[src/rtl/em_sig_pkg.sv]
package em_sig_pkg;

  typedef enum logic [1:0] {
    SEQ_IDLE = 2'd0,
    SEQ_STB1 = 2'd1,
    SEQ_STB2 = 2'd2
  } seq_state_e;

  // An I/O cycle may start only on a free, active bus with work queued
  function automatic logic io_may_start(input seq_state_e st, input logic mem_req,
                                        input logic active, input logic pend);
    return (st == SEQ_IDLE) && !mem_req && active && pend;
  endfunction

  // Memory owns the bus whenever it asks and no strobe is running
  function automatic logic mem_owns_bus(input seq_state_e st, input logic mem_req);
    return (st == SEQ_IDLE) && mem_req;
  endfunction

endpackage

[src/rtl/em_tick_gen.sv]
module em_tick_gen #(
  parameter int PERIOD = 100000
) (
  input  logic clk,
  input  logic rst_n,
  output logic tick
);
  localparam int CW = (PERIOD > 2) ? $clog2(PERIOD) : 1;
  localparam logic [CW-1:0] LAST = CW'(PERIOD - 1);

  logic [CW-1:0] cnt;

  assign tick = (cnt == LAST);

  always_ff @(posedge clk) begin
    if (!rst_n)     cnt <= '0;
    else if (tick)  cnt <= '0;
    else            cnt <= cnt + 1'b1;
  end
endmodule

[src/rtl/em_run_ctl.sv]
module em_run_ctl (
  input  logic clk,
  input  logic rst_n,
  input  logic run_cmd,
  output logic sigen_n,
  output logic activate
);
  // First Run after reset: the port comes alive on the next edge
  assign activate = run_cmd && sigen_n;

  always_ff @(posedge clk) begin
    if (!rst_n)        sigen_n <= 1'b1;
    else if (activate) sigen_n <= 1'b0;
  end
endmodule

[src/rtl/em_bus_seq.sv]
module em_bus_seq
  import em_sig_pkg::*;
#(
  parameter int SIG_W = 4,
  parameter int AW = 16,
  parameter int DW = 16,
  parameter logic [AW-1:0] IO_ADDR = '0
) (
  input  logic             clk,
  input  logic             rst_n,
  input  logic             active,
  input  logic             activate,
  input  logic             tick,
  input  logic             m_valid,
  input  logic [SIG_W-1:0] m_bits,
  input  logic             mem_req,
  input  logic             mem_wr,
  input  logic [AW-1:0]    mem_addr,
  input  logic [DW-1:0]    mem_wdata,
  input  logic [SIG_W-1:0] bus_din_lo,
  output logic             ios_n,
  output logic             ms_n,
  output logic             rw_n,
  output logic [AW-1:0]    bus_addr,
  output logic [DW-1:0]    bus_dout,
  output logic             bus_oe,
  output logic             mem_gnt,
  output logic             e_valid,
  output logic [SIG_W-1:0] e_bits,
  output logic             io_pend
);
  seq_state_e st;
  logic wr_pend, rd_pend, cur_wr;
  logic [SIG_W-1:0] m_held, wr_data;
  logic io_start, mem_cyc, wr_go, rd_go, strobe_on;

  assign io_pend   = wr_pend || rd_pend;
  assign io_start  = io_may_start(st, mem_req, active, io_pend);
  assign wr_go     = io_start && wr_pend;
  assign rd_go     = io_start && !wr_pend;
  assign mem_cyc   = mem_owns_bus(st, mem_req);
  assign strobe_on = (st != SEQ_IDLE);

  always_ff @(posedge clk) begin
    if (!rst_n) begin
      st      <= SEQ_IDLE;
      wr_pend <= 1'b0;
      rd_pend <= 1'b0;
      cur_wr  <= 1'b0;
      m_held  <= '0;
      wr_data <= '0;
      e_valid <= 1'b0;
      e_bits  <= '0;
    end else begin
      if (m_valid) m_held <= m_bits;

      if (wr_go)                       wr_pend <= 1'b0;
      else if (m_valid || activate)    wr_pend <= 1'b1;

      rd_pend <= (rd_pend && !rd_go) || (tick && active);

      unique case (st)
        SEQ_IDLE: if (io_start) begin
          st      <= SEQ_STB1;
          cur_wr  <= wr_pend;
          wr_data <= m_valid ? m_bits : m_held;
        end
        SEQ_STB1: st <= SEQ_STB2;
        default:  st <= SEQ_IDLE;
      endcase

      e_valid <= (st == SEQ_STB2) && !cur_wr;
      if ((st == SEQ_STB2) && !cur_wr) e_bits <= bus_din_lo;
    end
  end

  always_comb begin
    ios_n   = !strobe_on;
    ms_n    = !mem_cyc;
    mem_gnt = mem_cyc;
    if (strobe_on) begin
      rw_n     = !cur_wr;
      bus_oe   = cur_wr;
      bus_addr = IO_ADDR;
      bus_dout = {{(DW-SIG_W){1'b0}}, wr_data};
    end else if (mem_cyc) begin
      rw_n     = !mem_wr;
      bus_oe   = mem_wr;
      bus_addr = mem_addr;
      bus_dout = mem_wdata;
    end else begin
      rw_n     = 1'b1;
      bus_oe   = 1'b0;
      bus_addr = '0;
      bus_dout = '0;
    end
  end
endmodule

[src/rtl/em_sig_port.sv]
module em_sig_port #(
  parameter int CLK_HZ = 100_000_000,
  parameter int SIG_W = 4,
  parameter int AW = 16,
  parameter int DW = 16,
  parameter logic [AW-1:0] IO_ADDR = '0
) (
  input  logic             clk,
  input  logic             rst_n,
  input  logic             run_cmd,
  input  logic             m_valid,
  input  logic [SIG_W-1:0] m_bits,
  output logic             e_valid,
  output logic [SIG_W-1:0] e_bits,
  input  logic             mem_req,
  input  logic             mem_wr,
  input  logic [AW-1:0]    mem_addr,
  input  logic [DW-1:0]    mem_wdata,
  output logic             mem_gnt,
  output logic             sigen_n,
  output logic             ios_n,
  output logic             ms_n,
  output logic             rw_n,
  output logic [AW-1:0]    bus_addr,
  output logic [DW-1:0]    bus_dout,
  output logic             bus_oe,
  input  logic [SIG_W-1:0] bus_din_lo
);
  localparam int TICK_CYCLES = CLK_HZ / 1000;

  logic tick, activate, io_pend;

  em_tick_gen #(.PERIOD(TICK_CYCLES)) u_tick (
    .clk(clk), .rst_n(rst_n), .tick(tick)
  );

  em_run_ctl u_run (
    .clk(clk), .rst_n(rst_n), .run_cmd(run_cmd),
    .sigen_n(sigen_n), .activate(activate)
  );

  em_bus_seq #(.SIG_W(SIG_W), .AW(AW), .DW(DW), .IO_ADDR(IO_ADDR)) u_seq (
    .clk(clk), .rst_n(rst_n), .active(!sigen_n), .activate(activate),
    .tick(tick), .m_valid(m_valid), .m_bits(m_bits),
    .mem_req(mem_req), .mem_wr(mem_wr), .mem_addr(mem_addr), .mem_wdata(mem_wdata),
    .bus_din_lo(bus_din_lo), .ios_n(ios_n), .ms_n(ms_n), .rw_n(rw_n),
    .bus_addr(bus_addr), .bus_dout(bus_dout), .bus_oe(bus_oe),
    .mem_gnt(mem_gnt), .e_valid(e_valid), .e_bits(e_bits), .io_pend(io_pend)
  );
endmodule

[config.mk]
export PLATFORM = sky130hd
export DESIGN_NAME = em_sig_port
export DESIGN_NICKNAME = d
export VERILOG_FILES = /design/src/rtl/em_sig_pkg.sv /design/src/rtl/em_tick_gen.sv /design/src/rtl/em_run_ctl.sv /design/src/rtl/em_bus_seq.sv /design/src/rtl/em_sig_port.sv
export SDC_FILE = /design/constraint.sdc
export NUM_CORES = 1
export LEC_CHECK = 0
export BUFFER_PORTS_ARGS = -buffer_cell sky130_fd_sc_hd__clkbuf_2
export CAP_MARGIN = 20
export CELL_PAD_IN_SITES_DETAIL_PLACEMENT = 0
export CELL_PAD_IN_SITES_GLOBAL_PLACEMENT = 1
export CORE_MARGIN = 2
export CORE_UTILIZATION = 32
export DETAILED_ROUTE_END_ITERATION = 10
export GPL_ROUTABILITY_DRIVEN = 0
export PLACE_DENSITY = 0.76
export SLEW_MARGIN = 20
export SYNTH_ARGS = -nofsm -noshare
export SYNTH_HDL_FRONTEND = slang
export SYNTH_SLANG_ARGS = --single-unit
export TNS_END_PERCENT = 10
[constraint.sdc]
create_clock -name clk -period 2.2 [get_ports clk]
set_input_delay 0.55 -clock clk [delete_from_list [all_inputs] [get_ports clk]]
set_output_delay 0.55 -clock clk [all_outputs]
set_load 0.02 [all_outputs]
; ---- Word level (Yosys, flattened, before mapping)
; Index checks and enable logic that the tools add are counted.
; W data, S select, Z words.
[totals]
register_bits = 36
latchBits = 0
ramBits = 0
mem_bits_ro = 0
inputBits = 46
output_inout_bits = 43
wordCells = 53
n_memories = 0
[classes]
n_addsub = 1
n_mul = 0
n_div = 0
order_cmp = 0
n_eq_ne = 4
n_shift = 0
n_mux = 11
bitwise = 1
n_reduce_logical = 26
[op_table]
columns = cell, count
row1 = $mux W16, 4
row2 = $add A17 B1 Y17 const B, 1
row3 = $eq A17 B17 Y1 const B, 1
row4 = $logic_and A1 B1 Y1, 10
row5 = $logic_not A1 Y1, 8
row6 = $mux W1, 4
row7 = $mux W4, 1
row8 = $pmux W2 S2, 1
row9 = $reduce_or A2 Y1, 2
row10 = $logic_or A1 B1 Y1, 3
row11 = $eq A2 B1 Y1 const B, 1
row12 = $eq A2 B2 Y1 const B, 1
row13 = $logic_not A2 Y1, 1
row14 = $mux W2, 1
row15 = $ne A2 B1 Y1 const B, 1
row16 = $reduce_and A2 Y1, 1
row17 = $reduce_bool A2 Y1, 1
row18 = $not A1 Y1, 1

; ---- Depth between registers and ports, before layout
[depth]
word_depth = 8
mapped_depth = 6
ltp_nobuf = 5

; ---- Hierarchy
; Synthesis repeated with hierarchy kept, for this count alone.
[hier_totals]
hier_cells = 207
hier_area_um2 = 1809.2
[by_module_without_submodules]
columns = mod, n_inst, cells_each, area_per_inst_um2, seq_area_each_um2
row1 = em_bus_seq, 1, 115, 978.4, 360.3
row2 = em_tick_gen, 1, 87, 788.3, 340.3
row3 = em_run_ctl, 1, 4, 38.8, 20.0
row4 = em_sig_port, 1, 1, 3.8, 0.0

; ---- Worst setup path after synthesis
; OpenSTA, ideal clock, no wires.
[synth_path]
path_kind = register to output
startpoint = reg u_seq.st[1]
endpoint = out bus_dout[10]
t_arrival_ns = 1.600
required_time_ns = 1.650
slack_ns = 0.050
stages_incl_launch_ff = 6
n_path_buf = 2
path_cell_list = dfxtp_1 or2_2 clkbuf_1 inv_1 clkbuf_1 and3_1
[synth_via]
elab_chain_len = 4
word_cells_on_any_way = 5
classes_between = 2 x mux / 3 x reduce/logical
[synth_rtl]
columns = element, line
row1 = from (decl), em_bus_seq.sv:32  ; seq_state_e st;
row2 = from (signal assigned), em_bus_seq.sv:46  ; st <= SEQ_IDLE;
row3 = from (signal assigned), em_bus_seq.sv:64  ; st <= SEQ_STB1;
row4 = from (signal assigned), em_bus_seq.sv:68  ; SEQ_STB1: st <= SEQ_STB2;
row5 = $logic_not A2 Y1, em_sig_pkg.sv:17  ; return (st == SEQ_IDLE) && mem_req;
row6 = $logic_and A1 B1 Y1, em_sig_pkg.sv:17
row7 = $mux W16, em_bus_seq.sv:86  ; end else if (mem_cyc) begin
row8 = $mux W16 *, em_bus_seq.sv:81  ; if (strobe_on) begin
row9 = to (decl), em_sig_port.sv:25  ; output logic [DW-1:0] bus_dout,
; Every way passes the cells marked *; elsewhere a longest branch is shown, timed or not.

; ---- Final worst setup path
[layout_path]
startpoint = reg u_seq.st[1]
endpoint = out ms_n
[layout_via]
elab_chain_len = 3
[layout_rtl]
columns = element, line
row1 = $logic_not A2 Y1, em_sig_pkg.sv:17
row2 = $logic_and A1 B1 Y1, em_sig_pkg.sv:17
row3 = $logic_not A1 Y1, em_bus_seq.sv:79  ; ms_n = !mem_cyc;
row4 = to (decl), em_sig_port.sv:22  ; output logic ms_n,
; Every way passes these cells.

==> summary.txt <==
max frequency - 479.5 MHz
mux cell area share after synthesis - 5.626%
post-synthesis sequential area ratio - 40.51%
Synth Area in Compound Gates - 7.103%
P_leak - 1.174 nW
Initial Util - 32.71%
htree depth - 2
Seq cells post-synth - 36
Worst-Skew Late Latency - 280 ps
maxcap violations - 0
total CTS buffers - 5
die area - 6172 um^2
Hold Worst Slack - 418.5 ps
height of the die - 78.57 um
WP data arrival - 1540 ps
crit share post-route - 94.79%
grt ovf - 0
peak supply drop - 0.0003381 V
post-layout util - 44.19%
routed wire length - 4273 um
Slew HR - 67.96%
Mean Syn Cell Area - 8.554 um^2
Yosys Warn Count - 0
synthesized-area fraction occupied by adder cells - 0.7032%
worst r2r path cells - 5
asr flop ratio synth - 0%
synth unique cells - 37
dpl ws - 148.2 ps
number of placement rows - 27
Post-DP HPWL - 3254 um
IO Pins - 89
dominant synthesized flop cell - dfxtp_1
gr usage total - 13.47%
largest net degree at the start of global routing - 30
count of pins over their slew limit - 0
vias in the first global route - 1473
Simple-Gate Fraction of Synth Area - 35.23%
largest family of logic cells by synthesized area - simple AND/OR/NAND/NOR gates
Post-Syn Instances - 208
HP Class - reg -> reg
syn nets - 255
first-pass GRT wire length - 6644 um
number of vias per cell - 4.713
DR vias - 1739
WL per Instance - 11.58 um
Crit. End Element - output pin
clk buf depth - 2
setup ws final - 114.6 ps
worst path required time - 1650 ps
clock skew - 4.623 ps
min Tclk post-route - 2085 ps
hold violation count in the final report - 0
Hold-fix buffers, CTS - 0
status - completed
number of synthesized flops with an enable pin - 0
synthesized area - 1779 um^2
startpoint types - register
TritonCTS clock tree - done
pwr dens - 573.5 nW/um^2
initial antenna violation count - 0
drt pass-1 iters - 4
Core ar. - 5439 um^2
share of cells above drive strength 1 - 37.37%
setup slack, reg-to-reg - 410 ps
worst-path maximum fanout - 22
CTS sink count - 36
R2R Path End - u_tick.cnt[13]
setup violators final - 0
number of port buffers - 88
Initial DRC Count - 42
Antenna Nets Post-Route - 0
Worst R2R Start - u_tick.cnt[0]
actual slew at the worst max-slew pin - 478.5 ps
Die W - 78.57 um
XOR/XNOR share of the synthesized area - 5.907%
crit path from - u_seq.st[1]
RSZ-0062 raised after global routing - no
Final Power - 1.378 mW
# DRC - 0
Setup CP Type - reg -> out
worst setup path endpoint - ms_n
Final #Nets - 343
synth-to-layout area growth - 35.09%
CTS root buf - clkbuf_8
Clk pin slew, worst setup/hold paths - 70 ps
number of diodes - 0
setup total negative slack - 0 ps
stage by stage:
stage,cells,instance area [um^2]
after floorplan,208,1779
after global placement,359,2282
after detailed placement,359,2282
after CTS,369,2395
after global routing,369,2404
final,369,2404
layout by cell type, fill, tap and decap left out, types with 2 or more instances in the layout:
| cell | n |
|---|---|
| nand2_1 | 19 |
| and2_1 | 5 |
| nor2_1 | 19 |
| and3_1 | 28 |
| or4_4 | 2 |
| a21oi_1 | 2 |
| dfxtp_1 | 36 |
| nand4_1 | 4 |
| clkbuf_8 | 6 |
| o211a_1 | 4 |
| nor4_1 | 3 |
| clkbuf_1 | 2 |
| nand3_1 | 9 |
| xnor2_1 | 10 |
| buf_4 | 5 |
| o31ai_1 | 2 |
| xor2_1 | 2 |
| mux2i_1 | 10 |
| clkbuf_2 | 88 |
| inv_1 | 7 |
| o21ai_0 | 2 |
| nor3_1 | 6 |
| nor2b_1 | 9 |
worst min-delay path by stage:
| stage | start | to | slack, ps | depth (start not counted) |
|---|---|---|---|---|
| after floorplan | u_seq.st[1] | u_seq.st[1] | 390 | 1 |
| after global placement | u_seq.st[1] | u_seq.st[1] | 400 | 1 |
| after detailed placement | u_seq.st[1] | u_seq.st[1] | 410 | 1 |
| after CTS | u_seq.st[1] | u_seq.st[1] | 420 | 1 |
| after global routing | u_seq.st[1] | u_seq.st[1] | 450 | 1 |
| final | u_seq.st[1] | u_seq.st[1] | 420 | 1 |
sequential cells by signal, summed over array words and instances, names as in the netlist:
register       cells
u_seq.cur_wr       1
u_seq.st           2
u_seq.e_valid      1
u_seq.wr_data      4
u_seq.e_bits       4
u_seq.rd_pend      1
u_run.sigen_n      1
u_seq.wr_pend      1
u_tick.cnt        17
u_seq.m_held       4
final cells by class:
cell class / instances / area (um^2)
clock buffer: 8 / 90.09
fill: 551 / 3035
inverter: 8 / 33.78
multi-input combinational: 151 / 970.9
sequential: 36 / 720.7
tap: 72 / 90.09
timing repair buffer: 94 / 498.0
what timing repair did:
item,in CTS,in global routing
endpoints found under the hold margin,0,0
gates resized for setup,2,2
gates cloned,0,0
setup endpoints to repair,22,2
setup buffers,2,0
critical path: stages, from the launching register on:
cell and delay (ps):
dfxtp_1 310, or2_2 320, clkinvlp_4 120, buf_12 140, and2_1 150, inv_1 60, clkbuf_2 150
synth_stat cells, types with 2 or more instances:
library cell | number | area share [%]
dfxtp_1 | 36 | 41
and3_1 | 28 | 9.8
nand2_1 | 19 | 4.0
nor2_1 | 19 | 4.0
clkbuf_1 | 11 | 2.3
mux2i_1 | 10 | 5.6
xnor2_1 | 10 | 4.9
nand3_1 | 9 | 2.5
nor2b_1 | 9 | 3.2
inv_1 | 8 | 1.7
nor3_1 | 6 | 1.7
and2_1 | 5 | 1.8
nand4_1 | 4 | 1.4
o211a_1 | 4 | 2.3
nor4_1 | 3 | 1.1
a21oi_1 | 2 | 0.56
o21ai_0 | 2 | 0.56
o31ai_1 | 2 | 0.84
or4_4 | 2 | 1.3
xor2_1 | 2 | 0.98
cell families (layout without fill, tap and decap cells):
logic type / count (synthesis) / in the layout
multiplexers: 10 / 10
XOR/XNOR: 12 / 12
flip-flops: 36 / 36
adder cells (fa/ha/maj): 1 / 1
buffers and inverters: 21 / 110
AND/OR/NAND/NOR: 113 / 113
AO/OA/AOI/OAI: 15 / 15
routing by layer:
metal	part of all wire, %	vias up	GRT usage (%)
met5	0	-	0
met4	0.98	0	4.211
met3	8.7	5	4.023
met2	50	67	25.04
met1	41	779	14.48
li1	-	888	-
where the power goes:
group | internal (mW) | leakage (nW) | total, mW | switching (mW)
clock | 0.255 | 0.0455 | 0.468 | 0.213
sequential | 0.669 | 0.292 | 0.681 | 0.0128
combinational | 0.0992 | 0.836 | 0.229 | 0.130
total | 1.02 | 1.17 | 1.38 | 0.356
Power figures use the tool's default switching activity.
